<file path="src/rtl/gpio_exp_pkg.sv">
package gpio_exp_pkg;
  localparam int GPIO_W = 8;
  localparam int REG_N  = 8;
  localparam int PTR_W  = $clog2(REG_N);

  typedef enum logic [2:0] {
    RI_IN   = 3'd0,
    RI_INV  = 3'd1,
    RI_HOLD = 3'd2,
    RI_PEN  = 3'd3,
    RI_PUP  = 3'd4,
    RI_DIR  = 3'd5,
    RI_OUT  = 3'd6,
    RI_MASK = 3'd7
  } reg_idx_e;

  typedef enum logic [2:0] {BS_IDLE, BS_RX, BS_ACK, BS_TX, BS_MACK} bus_st_e;
  typedef enum logic [1:0] {RK_ADDR, RK_CMD, RK_DATA} rx_kind_e;

  // value presented for a read of the input port
  function automatic logic [GPIO_W-1:0] port_view(logic [GPIO_W-1:0] pins,
                                                  logic [GPIO_W-1:0] inv);
    return pins ^ inv;
  endfunction

  // pins that should hold the interrupt line low
  function automatic logic [GPIO_W-1:0] irq_pending(logic [GPIO_W-1:0] pins,
                                                    logic [GPIO_W-1:0] seen,
                                                    logic [GPIO_W-1:0] dir,
                                                    logic [GPIO_W-1:0] mask);
    return (pins ^ seen) & ~dir & ~mask;
  endfunction

  // address byte match: own address any direction, broadcast for writes only
  function automatic logic addr_hit(logic [7:0] abyte, logic [6:0] own, logic [6:0] bc);
    return (abyte[7:1] == own) || ((abyte[7:1] == bc) && !abyte[0]);
  endfunction
endpackage

</file>
<file path="src/rtl/i2c_target_fe.sv">
module i2c_target_fe
  import gpio_exp_pkg::*;
#(
  parameter logic [6:0] BASE_ADDR  = 7'h22,
  parameter logic [6:0] BCAST_ADDR = 7'h68
) (
  input  logic              clk,
  input  logic              rst_n,
  input  logic              scl_i,
  input  logic              sda_i,
  input  logic              addr_sel,
  output logic              sda_oe,
  output logic              wr_stb,
  output logic [PTR_W-1:0]  wr_idx,
  output logic [GPIO_W-1:0] wr_data,
  output logic              rd_stb,
  output logic [PTR_W-1:0]  rd_idx,
  input  logic [GPIO_W-1:0] rd_data
);
  localparam int BITS = 8;

  logic [2:0] scl_q, sda_q;
  logic scl_s, scl_p, sda_s, sda_p;
  logic scl_rise, scl_fall, start_ev, stop_ev, load_ev;
  logic [6:0] own_addr;

  bus_st_e             st;
  rx_kind_e            kind;
  logic [BITS-1:0]     sh, tx;
  logic [3:0]          cnt;
  logic [PTR_W-1:0]    ptr;
  logic                rnw, bcast, mack;

  assign own_addr = {BASE_ADDR[6:1], addr_sel};

  always_ff @(posedge clk or negedge rst_n) begin
    if (!rst_n) begin
      scl_q <= '1;
      sda_q <= '1;
    end else begin
      scl_q <= {scl_q[1:0], scl_i};
      sda_q <= {sda_q[1:0], sda_i};
    end
  end

  assign scl_s    = scl_q[1];
  assign scl_p    = scl_q[2];
  assign sda_s    = sda_q[1];
  assign sda_p    = sda_q[2];
  assign scl_rise = scl_s & ~scl_p;
  assign scl_fall = ~scl_s & scl_p;
  assign start_ev = scl_s & scl_p & sda_p & ~sda_s;
  assign stop_ev  = scl_s & scl_p & ~sda_p & sda_s;

  // a byte is fetched for transmission: after a read address ack, or after host ack
  assign load_ev = scl_fall && !start_ev && !stop_ev &&
                   (((st == BS_ACK) && rnw && (kind == RK_ADDR)) ||
                    ((st == BS_MACK) && mack));
  assign rd_stb = load_ev;
  assign rd_idx = ptr;

  always_ff @(posedge clk or negedge rst_n) begin
    if (!rst_n) begin
      st      <= BS_IDLE;
      kind    <= RK_ADDR;
      sh      <= '0;
      tx      <= '0;
      cnt     <= '0;
      ptr     <= '0;
      rnw     <= 1'b0;
      bcast   <= 1'b0;
      mack    <= 1'b0;
      sda_oe  <= 1'b0;
      wr_stb  <= 1'b0;
      wr_idx  <= '0;
      wr_data <= '0;
    end else begin
      wr_stb <= 1'b0;
      if (start_ev) begin
        st     <= BS_RX;
        kind   <= RK_ADDR;
        cnt    <= '0;
        sda_oe <= 1'b0;
        bcast  <= 1'b0;
      end else if (stop_ev) begin
        st     <= BS_IDLE;
        sda_oe <= 1'b0;
      end else begin
        case (st)
          BS_RX: begin
            if (scl_rise && cnt != 4'(BITS)) begin
              sh  <= {sh[BITS-2:0], sda_s};
              cnt <= cnt + 4'd1;
            end else if (scl_fall && cnt == 4'(BITS)) begin
              cnt <= '0;
              case (kind)
                RK_ADDR: begin
                  if (addr_hit(sh, own_addr, BCAST_ADDR)) begin
                    st     <= BS_ACK;
                    sda_oe <= 1'b1;
                    rnw    <= sh[0];
                    bcast  <= (sh[7:1] == BCAST_ADDR) && (sh[7:1] != own_addr);
                  end else begin
                    st <= BS_IDLE;
                  end
                end
                RK_CMD: begin
                  ptr    <= sh[PTR_W-1:0];
                  st     <= BS_ACK;
                  sda_oe <= 1'b1;
                end
                default: begin
                  wr_stb  <= 1'b1;
                  wr_idx  <= ptr;
                  wr_data <= sh;
                  ptr     <= ptr + 1'b1;
                  st      <= BS_ACK;
                  sda_oe  <= 1'b1;
                end
              endcase
            end
          end
          BS_ACK: begin
            if (load_ev) begin
              tx     <= rd_data;
              ptr    <= ptr + 1'b1;
              sda_oe <= ~rd_data[BITS-1];
              cnt    <= '0;
              st     <= BS_TX;
            end else if (scl_fall) begin
              sda_oe <= 1'b0;
              st     <= BS_RX;
              kind   <= (kind == RK_ADDR) ? RK_CMD : RK_DATA;
            end
          end
          BS_TX: begin
            if (scl_fall) begin
              if (cnt == 4'(BITS - 1)) begin
                sda_oe <= 1'b0;
                st     <= BS_MACK;
              end else begin
                cnt    <= cnt + 4'd1;
                tx     <= {tx[BITS-2:0], 1'b0};
                sda_oe <= ~tx[BITS-2];
              end
            end
          end
          BS_MACK: begin
            if (scl_rise) begin
              mack <= ~sda_s;
            end else if (load_ev) begin
              tx     <= rd_data;
              ptr    <= ptr + 1'b1;
              sda_oe <= ~rd_data[BITS-1];
              cnt    <= '0;
              st     <= BS_TX;
            end else if (scl_fall) begin
              st <= BS_IDLE;
            end
          end
          default: ;
        endcase
      end
    end
  end

  // the data line is only pulled while the block owns a bit slot
  a_r2_sda_owned: assert property (@(posedge clk) disable iff (!rst_n)
    sda_oe |-> (st == BS_ACK || st == BS_TX));

  // a broadcast transfer never reaches the transmit phase
  a_r3_no_bcast_read: assert property (@(posedge clk) disable iff (!rst_n)
    (st == BS_TX) |-> !bcast);

  // each stored data byte leaves the pointer one past its index
  a_r4_autoinc: assert property (@(posedge clk) disable iff (!rst_n)
    wr_stb |-> (ptr == PTR_W'(wr_idx + 1'b1)));
endmodule

</file>
<file path="src/rtl/gpio_regfile.sv">
module gpio_regfile
  import gpio_exp_pkg::*;
(
  input  logic              clk,
  input  logic              rst_n,
  input  logic              wr_stb,
  input  logic [PTR_W-1:0]  wr_idx,
  input  logic [GPIO_W-1:0] wr_data,
  input  logic [PTR_W-1:0]  rd_idx,
  input  logic [GPIO_W-1:0] pins_s,
  output logic [GPIO_W-1:0] rd_data,
  output logic [GPIO_W-1:0] inv_o,
  output logic [GPIO_W-1:0] hold_o,
  output logic [GPIO_W-1:0] pen_o,
  output logic [GPIO_W-1:0] pup_o,
  output logic [GPIO_W-1:0] dir_o,
  output logic [GPIO_W-1:0] out_o,
  output logic [GPIO_W-1:0] mask_o
);
  logic [GPIO_W-1:0] r [REG_N];

  for (genvar i = 0; i < REG_N; i++) begin : g_reg
    if (i == int'(RI_IN)) begin : g_ro
      assign r[i] = {GPIO_W{1'b0}};
    end else begin : g_rw
      always_ff @(posedge clk or negedge rst_n) begin
        if (!rst_n)
          r[i] <= (i == int'(RI_MASK)) ? {GPIO_W{1'b1}} : {GPIO_W{1'b0}};
        else if (wr_stb && wr_idx == PTR_W'(i))
          r[i] <= wr_data;
      end
    end
  end

  assign rd_data = (rd_idx == RI_IN) ? port_view(pins_s, r[RI_INV]) : r[rd_idx];

  assign inv_o  = r[RI_INV];
  assign hold_o = r[RI_HOLD];
  assign pen_o  = r[RI_PEN];
  assign pup_o  = r[RI_PUP];
  assign dir_o  = r[RI_DIR];
  assign out_o  = r[RI_OUT];
  assign mask_o = r[RI_MASK];

  // a write aimed at the input port leaves stored state alone
  a_r7_in_not_stored: assert property (@(posedge clk) disable iff (!rst_n)
    (wr_stb && wr_idx == RI_IN) |=>
      ($stable(r[RI_DIR]) && $stable(r[RI_MASK]) && $stable(r[RI_INV]) && $stable(r[RI_OUT])));

  // pad direction moves only on a bus write
  a_r5_dir_needs_write: assert property (@(posedge clk) disable iff (!rst_n)
    !wr_stb |=> $stable(dir_o));
endmodule

</file>
<file path="src/rtl/gpio_irq.sv">
module gpio_irq
  import gpio_exp_pkg::*;
(
  input  logic              clk,
  input  logic              rst_n,
  input  logic [GPIO_W-1:0] pin_i,
  input  logic [GPIO_W-1:0] dir,
  input  logic [GPIO_W-1:0] mask,
  input  logic              rd_stb,
  input  logic [PTR_W-1:0]  rd_idx,
  output logic [GPIO_W-1:0] pins_s,
  output logic              irq_pull
);
  localparam int SYNC_N = 2;

  logic [GPIO_W-1:0] sync_q [SYNC_N];
  logic [GPIO_W-1:0] seen;
  logic              port_read;

  always_ff @(posedge clk or negedge rst_n) begin
    if (!rst_n) begin
      for (int k = 0; k < SYNC_N; k++) sync_q[k] <= '0;
    end else begin
      sync_q[0] <= pin_i;
      for (int k = 1; k < SYNC_N; k++) sync_q[k] <= sync_q[k-1];
    end
  end

  assign pins_s    = sync_q[SYNC_N-1];
  assign port_read = rd_stb && (rd_idx == RI_IN);

  always_ff @(posedge clk or negedge rst_n) begin
    if (!rst_n) begin
      seen     <= '0;
      irq_pull <= 1'b0;
    end else begin
      if (port_read) seen <= pins_s;
      irq_pull <= |irq_pending(pins_s, seen, dir, mask) && !port_read;
    end
  end

  // with every pin masked or driven, the line stays released
  a_r9_masked_quiet: assert property (@(posedge clk) disable iff (!rst_n)
    (&(mask | dir)) |=> !irq_pull);

  // a read of the input port releases the line on the next cycle
  a_r10_read_clears: assert property (@(posedge clk) disable iff (!rst_n)
    port_read |=> !irq_pull);
endmodule

</file>
<file path="src/rtl/gpio_expander_core.sv">
module gpio_expander_core
  import gpio_exp_pkg::*;
#(
  parameter logic [6:0] BASE_ADDR  = 7'h22,
  parameter logic [6:0] BCAST_ADDR = 7'h68
) (
  input  logic              clk,
  input  logic              rst_n,
  input  logic              scl_i,
  input  logic              sda_i,
  output logic              sda_oe,
  input  logic              addr_sel,
  input  logic [GPIO_W-1:0] pin_i,
  output logic [GPIO_W-1:0] pin_oe,
  output logic [GPIO_W-1:0] pin_o,
  output logic [GPIO_W-1:0] pull_en,
  output logic [GPIO_W-1:0] pull_up,
  output logic [GPIO_W-1:0] hold_en,
  output logic              irq_pull
);
  logic              wr_stb, rd_stb;
  logic [PTR_W-1:0]  wr_idx, rd_idx;
  logic [GPIO_W-1:0] wr_data, rd_data, pins_s, inv, mask;

  i2c_target_fe #(.BASE_ADDR(BASE_ADDR), .BCAST_ADDR(BCAST_ADDR)) u_fe (
    .clk(clk), .rst_n(rst_n), .scl_i(scl_i), .sda_i(sda_i), .addr_sel(addr_sel),
    .sda_oe(sda_oe), .wr_stb(wr_stb), .wr_idx(wr_idx), .wr_data(wr_data),
    .rd_stb(rd_stb), .rd_idx(rd_idx), .rd_data(rd_data)
  );

  gpio_regfile u_regs (
    .clk(clk), .rst_n(rst_n), .wr_stb(wr_stb), .wr_idx(wr_idx), .wr_data(wr_data),
    .rd_idx(rd_idx), .pins_s(pins_s), .rd_data(rd_data), .inv_o(inv),
    .hold_o(hold_en), .pen_o(pull_en), .pup_o(pull_up), .dir_o(pin_oe),
    .out_o(pin_o), .mask_o(mask)
  );

  gpio_irq u_irq (
    .clk(clk), .rst_n(rst_n), .pin_i(pin_i), .dir(pin_oe), .mask(mask),
    .rd_stb(rd_stb), .rd_idx(rd_idx), .pins_s(pins_s), .irq_pull(irq_pull)
  );

  // the polarity register is observed only through the read path
  logic unused_inv;
  assign unused_inv = ^inv;
endmodule

</file>
<file path="config.mk">
export PLATFORM = sky130hd
export DESIGN_NAME = gpio_expander_core
export DESIGN_NICKNAME = d
export VERILOG_FILES = /design/src/rtl/gpio_exp_pkg.sv /design/src/rtl/i2c_target_fe.sv /design/src/rtl/gpio_regfile.sv /design/src/rtl/gpio_irq.sv /design/src/rtl/gpio_expander_core.sv
export SDC_FILE = /design/constraint.sdc
export NUM_CORES = 1
export LEC_CHECK = 0
export BUFFER_PORTS_ARGS = -buffer_cell sky130_fd_sc_hd__buf_2
export CAP_MARGIN = 5
export CORE_MARGIN = 1.5
export CORE_UTILIZATION = 30
export DETAILED_ROUTE_END_ITERATION = 16
export HOLD_SLACK_MARGIN = 0.15
export PLACE_DENSITY = 0.5
export SKIP_LAST_GASP = 1
export SYNTH_ARGS = -nofsm -noshare
export SYNTH_HDL_FRONTEND = slang
export SYNTH_SLANG_ARGS = --single-unit
</file>
<file path="constraint.sdc">
create_clock -name clk -period 2.3 [get_ports clk]
set_input_delay 0.115 -clock clk [delete_from_list [all_inputs] [get_ports clk]]
set_output_delay 0.115 -clock clk [all_outputs]
set_load 0.05 [all_outputs]
</file>
; Word level (Yosys, flattened, before mapping)
; Index checks and enable logic that the tools add are counted.
; W data, S select, Z words.
[word_totals]
regBits = 130
latch_bits = 0
mem_bits_rw = 0
rom_bits = 0
in_bits = 13
out_inout_bits = 42
mem_count = 0
[classes]
n_addsub = 2
mul = 0
div = 0
n_lt_le_gt_ge = 1
n_eq_ne = 38
n_shift = 0
n_mux = 63
bitwise_logic = 24
reduce_logical = 44
[op_table]
columns = op, n
row1 = $mux W8, 7
row2 = $mux W3, 15
row3 = $mux W4, 8
row4 = $bmux W8 S3, 1
row5 = $pmux W8 S3, 1
row6 = $ne A4 B1 Y1 const B, 5
row7 = $logic_and A1 B1 Y1, 18
row8 = $mux W1, 18
row9 = $reduce_and A6 Y1, 3
row10 = $and A8 B8 Y8, 2
row11 = $mux W2, 8
row12 = $not A8 Y8, 2
row13 = $pmux W4 S4, 1
row14 = $reduce_and A8 Y1, 2
row15 = $xor A8 B8 Y8, 2
row16 = $eq A3 B3 Y1 const B, 5
row17 = $reduce_and A7 Y1, 2
row18 = $eq A3 B2 Y1 const B, 4
row19 = $pmux W3 S4, 1
row20 = $reduce_and A4 Y1, 3
row21 = $ne A2 B2 Y1 const B, 5
row22 = $ne A5 B1 Y1 const B, 2
row23 = $not A1 Y1, 10
row24 = $pmux W3 S3, 1
row25 = 30 further kinds, 46

; Longest topological paths before layout
[depth]
depth_word = 12
depth_mapped = 11
mapped_depth_nobuf = 8

; Hierarchy
; Synthesis repeated with hierarchy kept, for this count alone.
[unflattened]
hier_cells = 506
hier_area_um2 = 6351.1
[modules_own_cells]
columns = mod, instances, cells_per_inst, area_per_inst_um2
row1 = gpio_regfile, 1, 205, 2847.7
row2 = i2c_target_fe, 1, 240, 2576.2
row3 = gpio_irq, 1, 61, 927.1

; Least setup slack after synthesis
; Ideal clock, no wire load.
[synth_timing]
path_kind = register to register
startpoint = reg u_fe.ptr[1], in the netlist u_fe.rd_idx[1]
endpoint = reg u_fe.sda_oe
t_arrival_ns = 1.978
required_time_ns = 2.169
setup_slack_ns = 0.191
path_stages_with_launch = 11
n_path_buf = 4
synth_period_minus_slack_ns = 2.109
cell_sequence = dfrtp_1 buf_2 buf_2 inv_1 ha_1 clkbuf_1 clkbuf_1 a2111oi_0 o31ai_1 nand4b_1 o211ai_1
[synth_between]
elab_chain_len = 11
[synth_lines]
columns = item, line_no
row1 = from (decl), i2c_target_fe.sv:31  ; logic [PTR_W-1:0] ptr;
row2 = from (signal assigned), i2c_target_fe.sv:108  ; ptr <= sh[PTR_W-1:0];
row3 = from (signal assigned), i2c_target_fe.sv:116  ; ptr <= ptr + 1'b1;
row4 = from (signal assigned), i2c_target_fe.sv:126  ; ptr <= ptr + 1'b1;
row5 = $not A3 Y4 (implied by the code), gpio_regfile.sv:35  ; assign rd_data = (rd_idx == RI_IN) ? port_view(pins_s, r[RI_INV]) : r[rd_idx];
row6 = $bmux W8 S3, gpio_regfile.sv:35
row7 = $mux W8 (implied by the code) (2 in a row), gpio_regfile.sv:35
row8 = $mux W8 *, gpio_regfile.sv:35
row9 = $not A1 Y1 *, "i2c_target_fe.sv:127, i2c_target_fe.sv:154"
row10 = $mux W1, i2c_target_fe.sv:151  ; end else if (load_ev) begin
row11 = $mux W1, i2c_target_fe.sv:149  ; if (scl_rise) begin
row12 = $pmux W1 S4 *, i2c_target_fe.sv:89  ; case (st)
row13 = $mux W1 *, i2c_target_fe.sv:85  ; end else if (stop_ev) begin
row14 = $mux W1 *, i2c_target_fe.sv:79  ; if (start_ev) begin
row15 = to (signal assigned), i2c_target_fe.sv:127  ; sda_oe <= ~rd_data[BITS-1];
row16 = to (signal assigned), i2c_target_fe.sv:144  ; sda_oe <= ~tx[BITS-2];
row17 = to (signal assigned), i2c_target_fe.sv:154  ; sda_oe <= ~rd_data[BITS-1];
row18 = to (decl), i2c_target_fe.sv:12  ; output logic sda_oe,
; Mark *: on every way between the ends. The rest lies on a longest branch, timed or not. The select of a mux whose other input is x is not followed.
; A chain may end at the register's enable or synchronous reset.

; Final worst setup path
[layout_timing]
startpoint = reg u_fe.ptr[0], in the netlist u_fe.rd_idx[0]
endpoint = reg u_fe.sda_oe
; Same word-level chain as after synthesis.

==> results_dict.tcl <==
set metrics [dict create \
    status "finished, final reports clean" \
    root_buffer "clkbuf_16" \
    post_synth_inst_count 492 \
    buffer_ports.inserted 54 \
    fin_total_pwr_uw 6370 \
    wire_length_of_the_first_global_routing_pass_microns 25300 \
    place.gp.congestion 0.873 \
    maximum_level_of_the_cts_h_tree 4 \
    synthesis.nets 509 \
    worst-r2r-cell-count 6 \
    cts_buffer_depth 2 \
    grt_usage 0.156 \
    syn_avg_cell_area_sq_um 12.3 \
    detail_route.first_pass.iterations 4 \
    vias 4240 \
    rrSetupSlack_ns 0.17 \
    post-dp-hpwl_microns 11000 \
    die-area_sq_um 21100 \
    yosys_register_bits 129 \
    tritoncts "yes" \
    proportion_of_layout_cells_with_a_drive_suffix_above_1 0.395 \
    setup_violations 0 \
    num_rows 51 \
    global_route.overflow_total 0 \
    yosysSeqAreaShare 0.534 \
    tns_ns 0 \
    critical_path.max_fanout 17 \
    worst_skew_pair.late_latency_ns 0.42 \
    grt_max_degree 67 \
    whs_ns 0.280 \
    floorplan.initialDensity 0.309 \
    worstSetupEndpointType "flip-flop" \
    synth_warnings 0 \
    worst-endpoint-arrival_ns 2.47 \
    mostFrequentLayoutCell "dfrtp_1" \
    p_leak_uw 0.00351 \
    timing.clock.skew_ns 0.00548 \
    tightestPinTransition_ns 0.735 \
    post_synth_num_cell_types 65 \
    cts.sink_count 129 \
    number_of_diodes 0 \
    clkSlewWorstSetupHoldPaths_ns 0.06 \
    report.final.slew_viol_count 0 \
    avgRoutedWirePerCell_microns 18.0 \
    first_global_vias 4493 \
    critical_path.reg2reg.endpoint "u_fe.sda_oe" \
    worstReg2RegStart "u_fe.rd_idx[0]" \
    final_cell_mix "dfrtp_1 (115), mux2_2 (73), buf_2 (53)" \
    pwrdens_nw_per_um2 844 \
    synth_area_leaders "dfrtp_1 (47%), mux2_2 (14%), dfstp_2 (6.1%)" \
    timing.critical_path.required_ns 2.63 \
    chipWidth_microns 145 \
    post-synth-top-area-fraction 0.474 \
    die_height_microns 145 \
    final_net_count 601 \
    maxSlewHeadroom 0.510 \
    cap_viol_max_count 0 \
    hp-class "in -> async" \
    post_synth_edffs 0 \
    final.min_clock_period_ns 2.13 \
    async_set_reset_flop_share_out_of_synthesis 1.00 \
    synthFlopType "dfrtp_1" \
    rsz0062_at_grt "false" \
    drcViolationCount 0 \
    viasPerCell 4.92 \
    antenna_violations_before_repair 0 \
    synth.cell_area_sq_um 6070 \
    drt_iter0_markers 221 \
    critical_path.startpoint_type "flip-flop" \
    layout.cell_area.non_filler_sq_um 7550 \
    layout-area-overhead-vs-synth_pct 24.3 \
    yosysTopAreaCell "dfrtp_1" \
    maxClockFrequency_ghz 0.469 \
    routed_wl_microns 15500 \
    core_area_sq_um 19700 \
    finalHoldViolations 0 \
    criticalPathCategory "reg -> reg" \
    top_level_ports 55 \
    ir_worst_vdd_uv 534 \
    drt.antenna.violating_nets 0 \
    fin_crit_sh 0.927 \
    numCtsBuffers 17 \
    dpl_cell_area_sq_um 6810 \
]
[logic make-up (layout without fill, tap and decap cells)]
family | Yosys count | in the layout | share of synthesized area
compound gates | 80 | 80 | 0.0985
mux | 92 | 92 | 0.184
buf+inv | 33 | 138 | 0.0272
fa+ha+maj | 4 | 4 | 0.00824
simple gates | 137 | 137 | 0.124
flops | 129 | 129 | 0.534
xor+xnor | 17 | 17 | 0.0245
[synth_stat cells (5+ instances only)]
master,number
mux4_2,7
nor3_1,10
nand2b_1,5
nor2_1,17
o31ai_1,7
dfrtp_1,115
nand3_1,12
mux2_1,8
a21oi_1,11
mux2_2,73
dfstp_2,14
a221oi_1,7
nand2_1,52
inv_1,9
xnor2_1,15
clkbuf_1,12
a211oi_1,14
o21ai_0,13
[critical path, cell delays in order, from the launching register on]
cell and delay (ns):
dfrtp_1 0.40, inv_1 0.12, ha_1 0.65, a2111oi_0 0.16
o31ai_1 0.45, nand4b_1 0.15, o211ai_1 0.11
[area by class of cell]
class	count	area, sq um
Sequential cell	129	3250
Clock inverter	15	208
Multi-Input combinational cell	330	2670
Inverter	10	37.5
Clock buffer	17	425
Timing Repair Buffer	96	632
Fill cell	1944	12100
Tap cell	265	332
[per-layer routing]
metal,vias up,wire length (microns),GRT usage
met5,-,0,0
met4,0,409,0.0673
met3,30,499,0.0321
met2,87,7430,0.251
met1,2130,7210,0.204
li1,1993,-,-
[power by group]
part,internal (uW),switching [uW]
Combinational,375,524
Sequential,2430,169
Clock,1820,1050
Total,4630,1740
[stage by stage]
stage | setup slack [ns] | util | cells
after floorplan | 0.191 | - | 492
after global placement | 0.221 | 0.346 | 819
after detailed placement | 0.196 | 0.346 | 819
after CTS | 0.189 | 0.384 | 862
after global routing | 0.0692 | 0.384 | 862
final | 0.168 | 0.384 | 862
[registers in the layout (all words and copies together) (netlist names), 2 cells and up]
signal         flops
u_fe.sh            8
u_fe.wr_data       8
u_irq.pins_s       8
u_irq.seen         8
u_irq.sync_q       8
u_regs.dir_o       8
u_regs.hold_o      8
u_regs.inv_o       8
u_regs.mask_o      8
u_regs.out_o       8
u_regs.pen_o       8
u_regs.pup_o       8
u_fe.tx            7
u_fe.cnt           4
u_fe.rd_idx        3
u_fe.scl_q         3
u_fe.sda_q         3
u_fe.st            3
u_fe.wr_idx        3
u_fe.kind          2
[worst max path at each step]
stage                         from             end  slack (ns)  depth (start not counted)
global route        u_fe.rd_idx[0]   u_irq.seen[0]        0.07                          5
floorplan           u_fe.rd_idx[1]     u_fe.sda_oe        0.19                         10
detailed placement   u_fe.scl_q[2]      u_fe.st[0]        0.20                          6
CTS                  u_fe.scl_q[2]  u_fe.wr_idx[0]        0.19                          6
global placement    u_fe.rd_idx[0]   u_irq.seen[1]        0.22                          5
finish              u_fe.rd_idx[0]     u_fe.sda_oe        0.17                          6
[what timing repair did]
action                     4_1_cts  5_1_grt
hold endpoints to repair        73        0
setup buffers                    0        0
hold buffers                    11        0
setup endpoints to repair        0        2
gates resized for setup          0        1
Note: power is estimated with default switching activity, not from simulation.
